File: config.mk
export PLATFORM = sky130hd
export DESIGN_NAME = swd_xact_engine
export DESIGN_NICKNAME = d
export VERILOG_FILES = /design/src/rtl/swd_xact_pkg.sv /design/src/rtl/swd_clkgen.sv /design/src/rtl/swd_req_builder.sv /design/src/rtl/swd_ack_decode.sv /design/src/rtl/swd_xact_engine.sv
export SDC_FILE = /design/constraint.sdc
export NUM_CORES = 1
export LEC_CHECK = 0
export BUFFER_PORTS_ARGS = -buffer_cell sky130_fd_sc_hd__buf_2
export CORE_MARGIN = 3
export CORE_UTILIZATION = 39
export CTS_CLUSTER_SIZE = 16
export DETAILED_ROUTE_END_ITERATION = 10
export GPL_ROUTABILITY_DRIVEN = 0
export PLACE_DENSITY_LB_ADDON = 0.25
export SLEW_MARGIN = 40
export SYNTH_ARGS = -nofsm -noshare
export SYNTH_HDL_FRONTEND = slang
export SYNTH_HIERARCHICAL = 1
export SYNTH_SLANG_ARGS = --single-unit
File: constraint.sdc
create_clock -name clk -period 6.45 [get_ports clk]
set_input_delay 0.3225 -clock clk [delete_from_list [all_inputs] [get_ports clk]]
set_output_delay 0.3225 -clock clk [all_outputs]
set_load 0.1 [all_outputs]
File: src/rtl/swd_xact_pkg.sv
`timescale 1ns/1ps
package swd_xact_pkg;

  typedef enum logic [3:0] {
    S_IDLE, S_REQ, S_TRNA, S_ACK, S_RDAT, S_RPAR,
    S_TRNB, S_WDAT, S_WPAR, S_TAIL
  } slot_e;

  typedef enum logic [1:0] {AFT_RETRY, AFT_WRITE, AFT_END} after_e;

  localparam logic [2:0] ST_OK      = 3'd0;
  localparam logic [2:0] ST_FAULT   = 3'd1;
  localparam logic [2:0] ST_TIMEOUT = 3'd2;
  localparam logic [2:0] ST_PROTO   = 3'd3;
  localparam logic [2:0] ST_PARITY  = 3'd4;
  localparam logic [2:0] ST_REFUSED = 3'd5;

  localparam int DATA_W = 32;

endpackage

File: src/rtl/swd_clkgen.sv
`timescale 1ns/1ps
module swd_clkgen #(
  parameter int HALF_DIV = 4
) (
  input  logic clk,
  input  logic rst_n,
  input  logic run,
  output logic swclk,
  output logic rise_tick,
  output logic fall_tick
);
  localparam int CW = (HALF_DIV > 1) ? $clog2(HALF_DIV) : 1;

  logic [CW-1:0] cnt;
  logic          hi;
  logic          edge_now;

  assign edge_now  = run && (cnt == CW'(HALF_DIV - 1));
  assign rise_tick = edge_now && !hi;
  assign fall_tick = edge_now && hi;
  assign swclk     = hi;

  always_ff @(posedge clk or negedge rst_n) begin
    if (!rst_n) begin
      cnt <= '0;
      hi  <= 1'b0;
    end else if (!run) begin
      cnt <= '0;
      hi  <= 1'b0;
    end else if (edge_now) begin
      cnt <= '0;
      hi  <= ~hi;
    end else begin
      cnt <= cnt + 1'b1;
    end
  end
endmodule

File: src/rtl/swd_req_builder.sv
`timescale 1ns/1ps
module swd_req_builder (
  input  logic       ap,
  input  logic       rnw,
  input  logic [1:0] addr,
  output logic [7:0] pkt
);
  logic par;
  assign par = ap ^ rnw ^ addr[0] ^ addr[1];
  // slot order: start, port, dir, A2, A3, parity, stop, park
  assign pkt = {1'b1, 1'b0, par, addr[1], addr[0], rnw, ap, 1'b1};
endmodule

File: src/rtl/swd_ack_decode.sv
`timescale 1ns/1ps
module swd_ack_decode (
  input  logic [2:0] ack,
  output logic       is_ok,
  output logic       is_wait,
  output logic       is_fault
);
  assign is_ok    = (ack == 3'b001);
  assign is_wait  = (ack == 3'b010);
  assign is_fault = (ack == 3'b100);
endmodule

File: src/rtl/swd_xact_engine.sv
`timescale 1ns/1ps
module swd_xact_engine
  import swd_xact_pkg::*;
#(
  parameter int HALF_DIV  = 4,
  parameter int MAX_TRIES = 8
) (
  input  logic                clk,
  input  logic                rst_n,
  input  logic                req_valid,
  output logic                req_ready,
  input  logic                req_ap,
  input  logic                req_rnw,
  input  logic [1:0]          req_addr,
  input  logic [DATA_W-1:0]   req_wdata,
  input  logic                fault_clr,
  output logic                busy,
  output logic                done,
  output logic [2:0]          rsp_status,
  output logic [DATA_W-1:0]   rsp_rdata,
  output logic                sticky_fault,
  output logic                swclk,
  output logic                swdio_out,
  output logic                swdio_oe,
  input  logic                swdio_in
);
  localparam int WCW = $clog2(MAX_TRIES + 1);
  localparam int BCW = $clog2(DATA_W);

  slot_e             state;
  after_e            after_q;
  logic [BCW-1:0]    bcnt;
  logic [WCW-1:0]    wait_cnt;
  logic              ap_q, rnw_q;
  logic [1:0]        addr_q;
  logic [DATA_W-1:0] wdata_q, data_sr;
  logic [2:0]        ack_sr, pend_st;
  logic              par_q;
  logic [7:0]        pkt;
  logic              rise_tick, fall_tick;
  logic              ack_ok, ack_wait, ack_fault;
  logic              accept, refuse, fault_set;

  assign busy      = (state != S_IDLE);
  assign req_ready = !busy;
  assign accept    = req_valid && req_ready;
  assign refuse    = accept && req_ap && sticky_fault;

  swd_clkgen #(.HALF_DIV(HALF_DIV)) u_clk (
    .clk(clk), .rst_n(rst_n), .run(busy),
    .swclk(swclk), .rise_tick(rise_tick), .fall_tick(fall_tick)
  );

  swd_req_builder u_pkt (.ap(ap_q), .rnw(rnw_q), .addr(addr_q), .pkt(pkt));

  swd_ack_decode u_ack (
    .ack(ack_sr), .is_ok(ack_ok), .is_wait(ack_wait), .is_fault(ack_fault)
  );

  assign fault_set = fall_tick && (state == S_ACK) && (bcnt == BCW'(2)) && ack_fault;

  // line drive per slot
  always_comb begin
    swdio_oe  = 1'b1;
    swdio_out = 1'b0;
    case (state)
      S_REQ:  swdio_out = pkt[bcnt[2:0]];
      S_TRNA, S_ACK, S_RDAT, S_RPAR, S_TRNB: swdio_oe = 1'b0;
      S_WDAT: swdio_out = wdata_q[bcnt];
      S_WPAR: swdio_out = ^wdata_q;
      default: ;
    endcase
  end

  always_ff @(posedge clk or negedge rst_n) begin
    if (!rst_n) sticky_fault <= 1'b0;
    else if (fault_set) sticky_fault <= 1'b1;
    else if (fault_clr) sticky_fault <= 1'b0;
  end

  // sampling on the rising serial clock
  always_ff @(posedge clk or negedge rst_n) begin
    if (!rst_n) begin
      ack_sr  <= '0;
      data_sr <= '0;
      par_q   <= 1'b0;
    end else if (rise_tick) begin
      if (state == S_ACK)  ack_sr  <= {swdio_in, ack_sr[2:1]};
      if (state == S_RDAT) data_sr <= {swdio_in, data_sr[DATA_W-1:1]};
      if (state == S_RPAR) par_q   <= swdio_in;
    end
  end

  // slot sequencing on the falling serial clock
  always_ff @(posedge clk or negedge rst_n) begin
    if (!rst_n) begin
      state      <= S_IDLE;
      after_q    <= AFT_END;
      bcnt       <= '0;
      wait_cnt   <= '0;
      ap_q       <= 1'b0;
      rnw_q      <= 1'b0;
      addr_q     <= '0;
      wdata_q    <= '0;
      pend_st    <= ST_OK;
      done       <= 1'b0;
      rsp_status <= ST_OK;
      rsp_rdata  <= '0;
    end else begin
      done <= 1'b0;
      if (state == S_IDLE) begin
        if (refuse) begin
          done       <= 1'b1;
          rsp_status <= ST_REFUSED;
          rsp_rdata  <= '0;
        end else if (accept) begin
          state    <= S_REQ;
          bcnt     <= '0;
          wait_cnt <= '0;
          ap_q     <= req_ap;
          rnw_q    <= req_rnw;
          addr_q   <= req_addr;
          wdata_q  <= req_wdata;
        end
      end else if (fall_tick) begin
        bcnt <= bcnt + 1'b1;
        case (state)
          S_REQ: if (bcnt == BCW'(7)) begin state <= S_TRNA; bcnt <= '0; end
          S_TRNA: begin state <= S_ACK; bcnt <= '0; end
          S_ACK: if (bcnt == BCW'(2)) begin
            bcnt  <= '0;
            state <= S_TRNB;
            if (ack_ok && rnw_q) begin
              state <= S_RDAT;
            end else if (ack_ok) begin
              after_q <= AFT_WRITE;
            end else if (ack_wait && (int'(wait_cnt) + 1 < MAX_TRIES)) begin
              after_q  <= AFT_RETRY;
              wait_cnt <= wait_cnt + 1'b1;
            end else begin
              after_q <= AFT_END;
              pend_st <= ack_wait ? ST_TIMEOUT : (ack_fault ? ST_FAULT : ST_PROTO);
            end
          end
          S_RDAT: if (bcnt == BCW'(DATA_W - 1)) begin state <= S_RPAR; bcnt <= '0; end
          S_RPAR: begin
            state   <= S_TRNB;
            bcnt    <= '0;
            after_q <= AFT_END;
            pend_st <= (par_q == ^data_sr) ? ST_OK : ST_PARITY;
          end
          S_TRNB: begin
            bcnt <= '0;
            case (after_q)
              AFT_RETRY: state <= S_REQ;
              AFT_WRITE: state <= S_WDAT;
              default: begin
                state      <= S_IDLE;
                done       <= 1'b1;
                rsp_status <= pend_st;
                rsp_rdata  <= (rnw_q && (pend_st == ST_OK || pend_st == ST_PARITY)) ? data_sr : '0;
              end
            endcase
          end
          S_WDAT: if (bcnt == BCW'(DATA_W - 1)) begin state <= S_WPAR; bcnt <= '0; end
          S_WPAR: begin state <= S_TAIL; bcnt <= '0; end
          S_TAIL: if (bcnt == BCW'(1)) begin
            state      <= S_IDLE;
            bcnt       <= '0;
            done       <= 1'b1;
            rsp_status <= ST_OK;
            rsp_rdata  <= '0;
          end
          default: state <= S_IDLE;
        endcase
      end
    end
  end
endmodule

==> results_dict.tcl, run 1 <==
set metrics [dict create \
    p_leak_nw 3.42 \
    cts_resized 0 \
    reg2reg_slack_ps 3240 \
    arrival_ps 3500 \
    fp-row-count 46 \
    antenna_found_initial 0 \
    final_cell_mix "dfrtp_1, nand2_1, buf_2" \
    clock_latency_ps 420 \
    async_flop_share_pct 100 \
    period_needed_ps 3210 \
    grt_use_total_pct 15.7 \
    finClkSkew_ps 15.1 \
    io_pins 83 \
    critPathRequiredTime_ps 6740 \
    io_buffers 82 \
    power_density_mw_per_mm2 473 \
    crit_chain "nor4_4, clkinv_1, and3_2, nand2_1, and2_1, or3_1, nor2_1, o32a_1" \
    die_area_mm2 0.0184 \
    tightest_slew_ps 712 \
    die_h_um 136 \
    synthCells 595 \
    grt_pass1_vias 4581 \
    vdd_ir_drop_max_mv 0.201 \
    core_mm2 0.0162 \
    critPathMaxFanout 23 \
    post_cts_buffers 0 \
    cts_root_buf "clkbuf_16" \
    area_growth_pct 17.1 \
    hp-class "input pin to flip-flop" \
    max_freq_mhz 312 \
    grt_max_degree 80 \
    drc_errors 0 \
    fin_hold_ws_ps 114 \
    end_kind "flip-flop" \
    syn_area_per_cell_um2 11.0 \
    tritoncts "done" \
    cap_violations 0 \
    final_net_count 708 \
    overflow 0 \
    cts.sinks 130 \
    wl_um 13600 \
    grt_pass1_wl_um 23000 \
    ctsHtreeMaxLevel 4 \
    tns_ps 0 \
    slowest_delay_ps 640 \
    max-slew-margin-rel_pct 52.5 \
    ys_warn_count 6 \
    n_antenna_cell 0 \
    finalSetupViolCount 0 \
    cpMaxStageDelayCell "dfrtp_1" \
    ys_types 58 \
    critical_path_class "flip-flop to flip-flop" \
    synthFlopType "dfrtp_1" \
    drtIter0Drc 221 \
    cts_made_buffers 17 \
    drive_gt1_share_pct 30.6 \
    period_share_pct 49.7 \
    vias 4431 \
    ys_ff_latch 130 \
    final_common_cell "dfrtp_1" \
    synth_area_mm2 0.00657 \
    ant_nets 0 \
    avgViaCountPerCell 4.98 \
    pre_cts_ws_ps 3310 \
    startpoint_type "flip-flop" \
    ys_seq_area_share_pct 49.5 \
    drt_pre_antenna_iters 5 \
    wl_per_cell_um 15.2 \
    clkSlewWorstSetupHoldPaths_ps 60 \
    outcome "finished clean" \
    die_w_um 136 \
    fin_ws_ps 3240 \
    dp_hpwl_um 9480 \
    initial_core_util_pct 40.6 \
    synth_edf_count 0 \
    clockBufferDepth 2 \
    finalMaxSlewViolations 0 \
    hold_viol 0 \
    rsz0062_at_grt "no" \
]
## registers in the layout, indices dropped and copies added, names as in the netlist
register / cells
ack_sr: 3
addr_q: 2
after_q: 2
ap_q: 1
bcnt: 5
data_sr: 32
done: 1
par_q: 1
pend_st: 3
rnw_q: 1
rsp_rdata: 32
rsp_status: 3
state: 4
sticky_fault: 1
u_clk/cnt: 2
u_clk/swclk: 1
wait_cnt: 4
wdata_q: 32
## cells in the mapped netlist, types with 2 or more instances
| cell | count | area [um2] |
|---|---|---|
| a21oi_1 | 13 | 65.1 |
| nor3_1 | 6 | 30.0 |
| ha_1 | 6 | 75.1 |
| inv_1 | 10 | 37.5 |
| and2_1 | 3 | 18.8 |
| a21boi_0 | 2 | 15.0 |
| nand2b_1 | 2 | 12.5 |
| dfrtp_1 | 129 | 3230 |
| o21bai_1 | 2 | 15.0 |
| xnor2_1 | 56 | 490 |
| conb_1 | 2 | 7.51 |
| o31ai_1 | 3 | 22.5 |
| o21ai_0 | 47 | 235 |
| or3_1 | 2 | 12.5 |
| nor2b_1 | 7 | 43.8 |
| nand4_1 | 3 | 18.8 |
| mux2_2 | 73 | 822 |
| nor4b_1 | 2 | 17.5 |
| o22ai_1 | 2 | 12.5 |
| a211o_1 | 2 | 17.5 |
| clkbuf_1 | 22 | 82.6 |
| and4bb_2 | 2 | 25.0 |
| xor2_1 | 10 | 87.6 |
| mux2i_1 | 19 | 190 |
| a311oi_1 | 2 | 17.5 |
| nor3b_1 | 6 | 45.0 |
| nand2_1 | 88 | 330 |
| nand3_1 | 8 | 40.0 |
| mux4_2 | 5 | 113 |
| buf_4 | 8 | 60.1 |
| nor2_1 | 14 | 52.6 |
| a21o_1 | 2 | 15.0 |
| buf_1 | 8 | 30.0 |
| nand3b_1 | 5 | 37.5 |
## power by group
group	internal (W)	switching, W	total, W
registers	0.000993	0.000265	0.00126
clock network	0.000539	0.000392	0.000931
logic	0.000730	0.000719	0.00145
## kinds of logic after synthesis
group                    count (synthesis)  share of synthesized area, %
multiplexers                            97                          17.1
adder cells (fa/ha/maj)                  6                          1.14
buffers and inverters                   51                          3.50
AO/OA/AOI/OAI                           85                          7.58
AND/OR/NAND/NOR                        157                          11.9
flip-flops                             130                          49.5
XOR/XNOR                                67                          9.14
other                                    2                         0.114
## worst paths after layout
path / start / to / depth (start not counted)
max in group asynchronous: rst_n / data_sr[4] / 3
hold reg to reg: u_clk/cnt[0] / u_clk/cnt[0] / 1
min in group asynchronous: rst_n / rnw_q / 2
setup / recovery: state[3] / state[1] / 8
setup reg to reg: state[3] / state[1] / 8
hold / removal: fault_clr / sticky_fault / 2
## worst max-delay path: cells and delay by family, from the launching register on
kind	cells	cell delay (ps)
buffers and inverters	1	440
AND/OR/NAND/NOR	6	1830
AO/OA/AOI/OAI	1	170
flip-flops	1	640
## area by class of cell
| class | count | area, um2 |
|---|---|---|
| Clock buffer | 17 | 425 |
| Clock inverter | 15 | 149 |
| Tap cell | 216 | 270 |
| Multi-Input combinational cell | 415 | 3100 |
| Fill cell | 1489 | 8480 |
| Timing Repair Buffer | 86 | 449 |
| Sequential cell | 130 | 3260 |
| Inverter | 11 | 41.3 |
## routing by layer
layer / global-route usage, % / part of all wire, % / vias to the layer above
met1: 22.0 / 49 / 2169
met2: 23.8 / 47 / 72
met5: 0 / 0 / -
met3: 3.64 / 2.9 / 14
met4: 5.94 / 1.5 / 0
li1: - / - / 2176
## through the flow
step	total power, W	cell area [um2]	util, %	instances
3_3_place_gp	0.00269	7100	43.9	857
6_report	0.00364	7690	47.6	890
4_1_cts	0.00368	7690	47.6	890
5_1_grt	0.00389	7690	47.6	890
3_5_place_dp	0.00274	7110	44.0	857
2_1_floorplan	0.00249	6580	-	596
## repair_timing
item / 4_1_cts / 5_1_grt
hold buffers: 1 / 0
endpoints found under the setup margin: 0 / 0
endpoints found under the hold margin: 51 / 0
Note: power is estimated with default switching activity, not from simulation.
==> run 2: changes to the inputs <==
clock period = 2.75 ns   (was 6.45 ns; I/O delays follow)
==> results_dict.tcl, run 2 (synthesis gave the netlist of run 1 again) <==
set metrics [dict create \
    hp-class "input pin to flip-flop" \
    reg2reg_slack_ps 390 \
    cap_violations 0 \
    layoutNonFillerInstCount 937 \
    core_mm2 0.0162 \
    vias 4624 \
    finClkSkew_ps 7.29 \
    cts.sinks 130 \
    max-slew-margin-rel_pct 45.4 \
    rsz0062_at_grt "no" \
    cts_made_buffers 17 \
    die_area_mm2 0.0184 \
    max_freq_mhz 388 \
    dp_cells 868 \
    end_kind "output pin" \
    period_share_pct 93.6 \
    fin_util_pct 51.9 \
    ant_nets 0 \
    drtIter0Drc 229 \
    antenna_found_initial 0 \
    clkSlewWorstSetupHoldPaths_ps 60 \
    cts_root_buf "clkbuf_16" \
    post_cts_buffers 0 \
    cpMaxStageDelayCell "mux4_2" \
    period_needed_ps 2570 \
    ctsHtreeMaxLevel 4 \
    min_from "swdio_in" \
    rr_startpoint "bcnt[0]" \
    grt_pass1_vias 4656 \
    top_regs "data_sr (32), rsp_rdata (32), wdata_q (32)" \
    grt_use_total_pct 15.4 \
    power_density_mw_per_mm2 1070 \
    dp_hpwl_um 9440 \
    min_to "data_sr[31]" \
    holdPathStages 2 \
    finalSetupViolCount 0 \
    critPathRequiredTime_ps 2610 \
    drt_pre_antenna_iters 4 \
    clockBufferDepth 2 \
    wl_um 13400 \
    timing.rr.end "wait_cnt[0]" \
    overflow 0 \
    vdd_ir_drop_max_mv 0.898 \
    crit_family "multiplexers" \
    hold_viol 0 \
    crit_chain "buf_8, mux2i_1, mux4_2, a222oi_1, a21oi_1, o21ai_2, buf_12" \
    slowest_delay_ps 480 \
    p_leak_nw 3.79 \
    tightest_slew_ps 817 \
    clock_latency_ps 410 \
    avgViaCountPerCell 4.93 \
    drive_gt1_share_pct 31.5 \
    fp-row-count 46 \
    arrival_ps 2440 \
    initial_core_util_pct 40.6 \
    die_w_um 136 \
    wl_per_cell_um 14.3 \
    outcome "finished clean" \
    finalMaxSlewViolations 0 \
    grt_max_degree 72 \
    totalPowerFinal_w 0.00901 \
    critPathMaxFanout 18 \
    grt_pass1_wl_um 22700 \
    cp_num_buf_inv 2 \
    final_common_cell "dfrtp_1" \
    reg2reg_depth 8 \
    final_net_count 756 \
    n_antenna_cell 0 \
    io_buffers 82 \
    io_pins 83 \
    drc_errors 0 \
    final_cell_mix "dfrtp_1, nand2_1, buf_2" \
    die_h_um 136 \
    area_growth_pct 27.7 \
    tritoncts "done" \
    startpoint_type "flip-flop" \
    critical_path_class "flip-flop to output pin" \
]
==> run 2: worst max path at each step <==
| stage | from | endpoint | slack [ps] | depth (start not counted) |
|---|---|---|---|---|
| after detailed placement | bcnt[2] | pend_st[1] | 370 | 4 |
| after floorplan | state[2] | state[1] | -1700 | 10 |
| after global placement | bcnt[2] | pend_st[2] | 360 | 4 |
| after CTS | bcnt[1] | swdio_out | 30 | 7 |
| after global routing | bcnt[1] | swdio_out | 50 | 7 |
| final | bcnt[1] | swdio_out | 180 | 7 |
==> run 2: final cells by class <==
class	instances	area, um2
Fill cell	1425	7780
Inverter	11	41.3
Multi-Input combinational cell	415	3260
Sequential cell	130	3260
Timing Repair Buffer	134	933
Clock inverter	14	201
Tap cell	216	270
Clock buffer	17	425
==> run 2: power breakdown <==
group	switching (W)	leakage, nW	internal, W
logic	0.00191	1.79	0.00190
clock network	0.000857	0.301	0.00153
registers	0.000490	1.71	0.00233
==> run 2: what timing repair did <==
| item | CTS | global route |
|---|---|---|
| hold buffers | 38 | 0 |
| setup endpoints to repair | 1 | 1 |
| pin swaps | 0 | 0 |
| resized for setup | 2 | 4 |
| hold endpoints to repair | 91 | 0 |
==> run 2: through the flow <==
stage / hold WS [ps] / cell area [um2] / setup TNS [ps] / setup WS (ps)
floorplan: -158 / 6780 / -142390 / -1700
global placement: 237 / 7370 / 0 / 358
detailed placement: 246 / 7370 / 0 / 369
CTS: 7.47 / 8380 / 0 / 29.5
global route: 23.8 / 8390 / 0 / 48.4
finish: 25.6 / 8390 / 0 / 175
==> run 2: metal layers <==
metal / GRT usage [%] / part of all wire (%)
met1: 19.6 / 46
met4: 5.10 / 1.4
met2: 25.5 / 49
met5: 0 / 0
met3: 3.94 / 4.4
==> run 3: changes to the inputs <==
CORE_ASPECT_RATIO = 1.2   (was unset)
CTS_BUF_LIST = sky130_fd_sc_hd__clkbuf_16   (was unset)
==> results_dict.tcl, run 3 (synthesis gave the netlist of run 1 again) <==
set metrics [dict create \
    finalMaxSlewViolations 0 \
    totalPowerFinal_w 0.00888 \
    cts_made_buffers 17 \
    vias 4644 \
    multiInputGateArea_mm2 0.00326 \
    core_mm2 0.0164 \
    drt_pre_antenna_iters 4 \
    hp-class "input pin to flip-flop" \
    dr_wl_met3_um 408 \
    grt_max_degree 72 \
    grt_pass1_wl_um 23200 \
    fin_util_pct 51.2 \
    reg2reg_depth 9 \
    slowest_delay_ps 490 \
    n_antenna_cell 0 \
    ant_nets 0 \
    rsz0062_at_grt "no" \
    initial_core_util_pct 40.1 \
    avgViaCountPerCell 4.95 \
    fill_cells 1492 \
    drc_errors 0 \
    drtIter0Drc 183 \
    drive_gt1_share_pct 31.5 \
    cap_violations 0 \
    crit_family "multiplexers" \
    wl_per_cell_um 14.5 \
    crit_chain "buf_4, mux2i_1, mux4_2, a222oi_1, a21oi_1, o21ai_2, buf_12" \
    startpoint_type "flip-flop" \
    period_share_pct 92.4 \
    highest_layer "met4" \
    end_kind "output pin" \
    cp.depth 7 \
    die_area_mm2 0.0184 \
    p_leak_nw 3.81 \
    arrival_ps 2400 \
    cpMaxStageDelayCell "mux4_2" \
    post_cts_buffers 0 \
    final_cell_mix "dfrtp_1, nand2_1, buf_2" \
    pre_cts_ws_ps 381 \
    tritoncts "done" \
    cts.sinks 130 \
    die_h_um 148 \
    clock_latency_ps 410 \
    vdd_ir_drop_max_mv 0.993 \
    grt_pass1_vias 4796 \
    final_area_mm2 0.00840 \
    critPathRequiredTime_ps 2610 \
    outcome "finished clean" \
    antenna_found_initial 0 \
    dp_hpwl_um 9810 \
    ctsHtreeMaxLevel 4 \
    final_net_count 761 \
    cts_root_buf "clkbuf_16" \
    clockBufferDepth 2 \
    critPathMaxFanout 8 \
    area_growth_pct 27.8 \
    tightest_slew_ps 719 \
    fin_ws_ps 208 \
    overflow 0 \
    wl_um 13600 \
    fp-row-count 51 \
    final_common_cell "dfrtp_1" \
    cp_num_buf_inv 2 \
    io_pins 83 \
    top_regs "data_sr (32), rsp_rdata (32), wdata_q (32)" \
    io_buffers 82 \
    wl_met1_um 6000 \
    finalSetupViolCount 0 \
    period_needed_ps 2540 \
    seqCellArea_mm2 0.00326 \
    dpl-instance-area_mm2 0.00742 \
    tns_ps 0 \
    max-slew-margin-rel_pct 51.9 \
    reg2reg_slack_ps 380 \
    power_density_mw_per_mm2 1060 \
    die_w_um 124 \
    finClkSkew_ps 9.77 \
    grt_use_total_pct 15.4 \
    clkSlewWorstSetupHoldPaths_ps 50 \
    max_freq_mhz 393 \
    wl_met2_um 6960 \
    hold_viol 0 \
    critical_path_class "flip-flop to output pin" \
    holdPathStages 3 \
]
## run 3: cell count changes in the layout (fill, tap and decap cells not counted), moves of 2 or more
cell / previous run / this run
buf_4: 13 / 16
buf_12: 2 / 4
bufinv_16: 4 / 2
clkinv_1: 1 / 3
clkinv_4: 2 / 4
## run 3: final timing paths
path / endpoint / startpoint
worst max-delay path: swdio_out / bcnt[1]
max in group asynchronous: wdata_q[6] / rst_n
worst max register to register: state[0] / bcnt[1]
worst min register to register: u_clk/cnt[0] / u_clk/cnt[0]
min in group asynchronous: rsp_status[0] / rst_n
worst min-delay path: ap_q / req_valid
## run 3: power breakdown
| group | switching [W] | internal (W) | leakage (nW) | total [W] |
|---|---|---|---|---|
| Clock | 0.000852 | 0.00134 | 0.283 | 0.00219 |
| Combinational | 0.00200 | 0.00191 | 1.82 | 0.00391 |
| Sequential | 0.000442 | 0.00233 | 1.71 | 0.00278 |
| Total | 0.00330 | 0.00558 | 3.81 | 0.00888 |
## run 3: cell type report
class / instances / share of cell area, %
multi-input combinational: 415 / 38.9
clock inverter: 15 / 1.85
clock buffer: 17 / 5.07
sequential: 130 / 38.8
inverter: 11 / 0.492
tap: 212 / 3.16
timing repair buffer: 139 / 11.8
## run 3: through the flow
| step | cells | hold slack [ps] |
|---|---|---|
| 3_5_place_dp | 868 | 239 |
| 6_report | 939 | 122 |
| 4_1_cts | 939 | 106 |
| 2_1_floorplan | 596 | -158 |
| 5_1_grt | 939 | 132 |
| 3_3_place_gp | 868 | 224 |
## run 3: layer usage
metal / GRT usage [%] / vias up
met2: 27.3 / 89
met3: 3.13 / 19
met1: 18.4 / 2251
li1: - / 2285
met5: 0 / -
met4: 5.98 / 0
## run 3: repair_timing
item | 4_1_cts | 5_1_grt
hold buffers | 39 | 0
setup endpoints to repair | 0 | 1
endpoints found under the hold margin | 89 | 0
resized for setup | 0 | 2
## run 3: worst min-delay path, stage by stage
cell     delay [ps]
buf_2           120
nand2_1         100
o22a_1          140
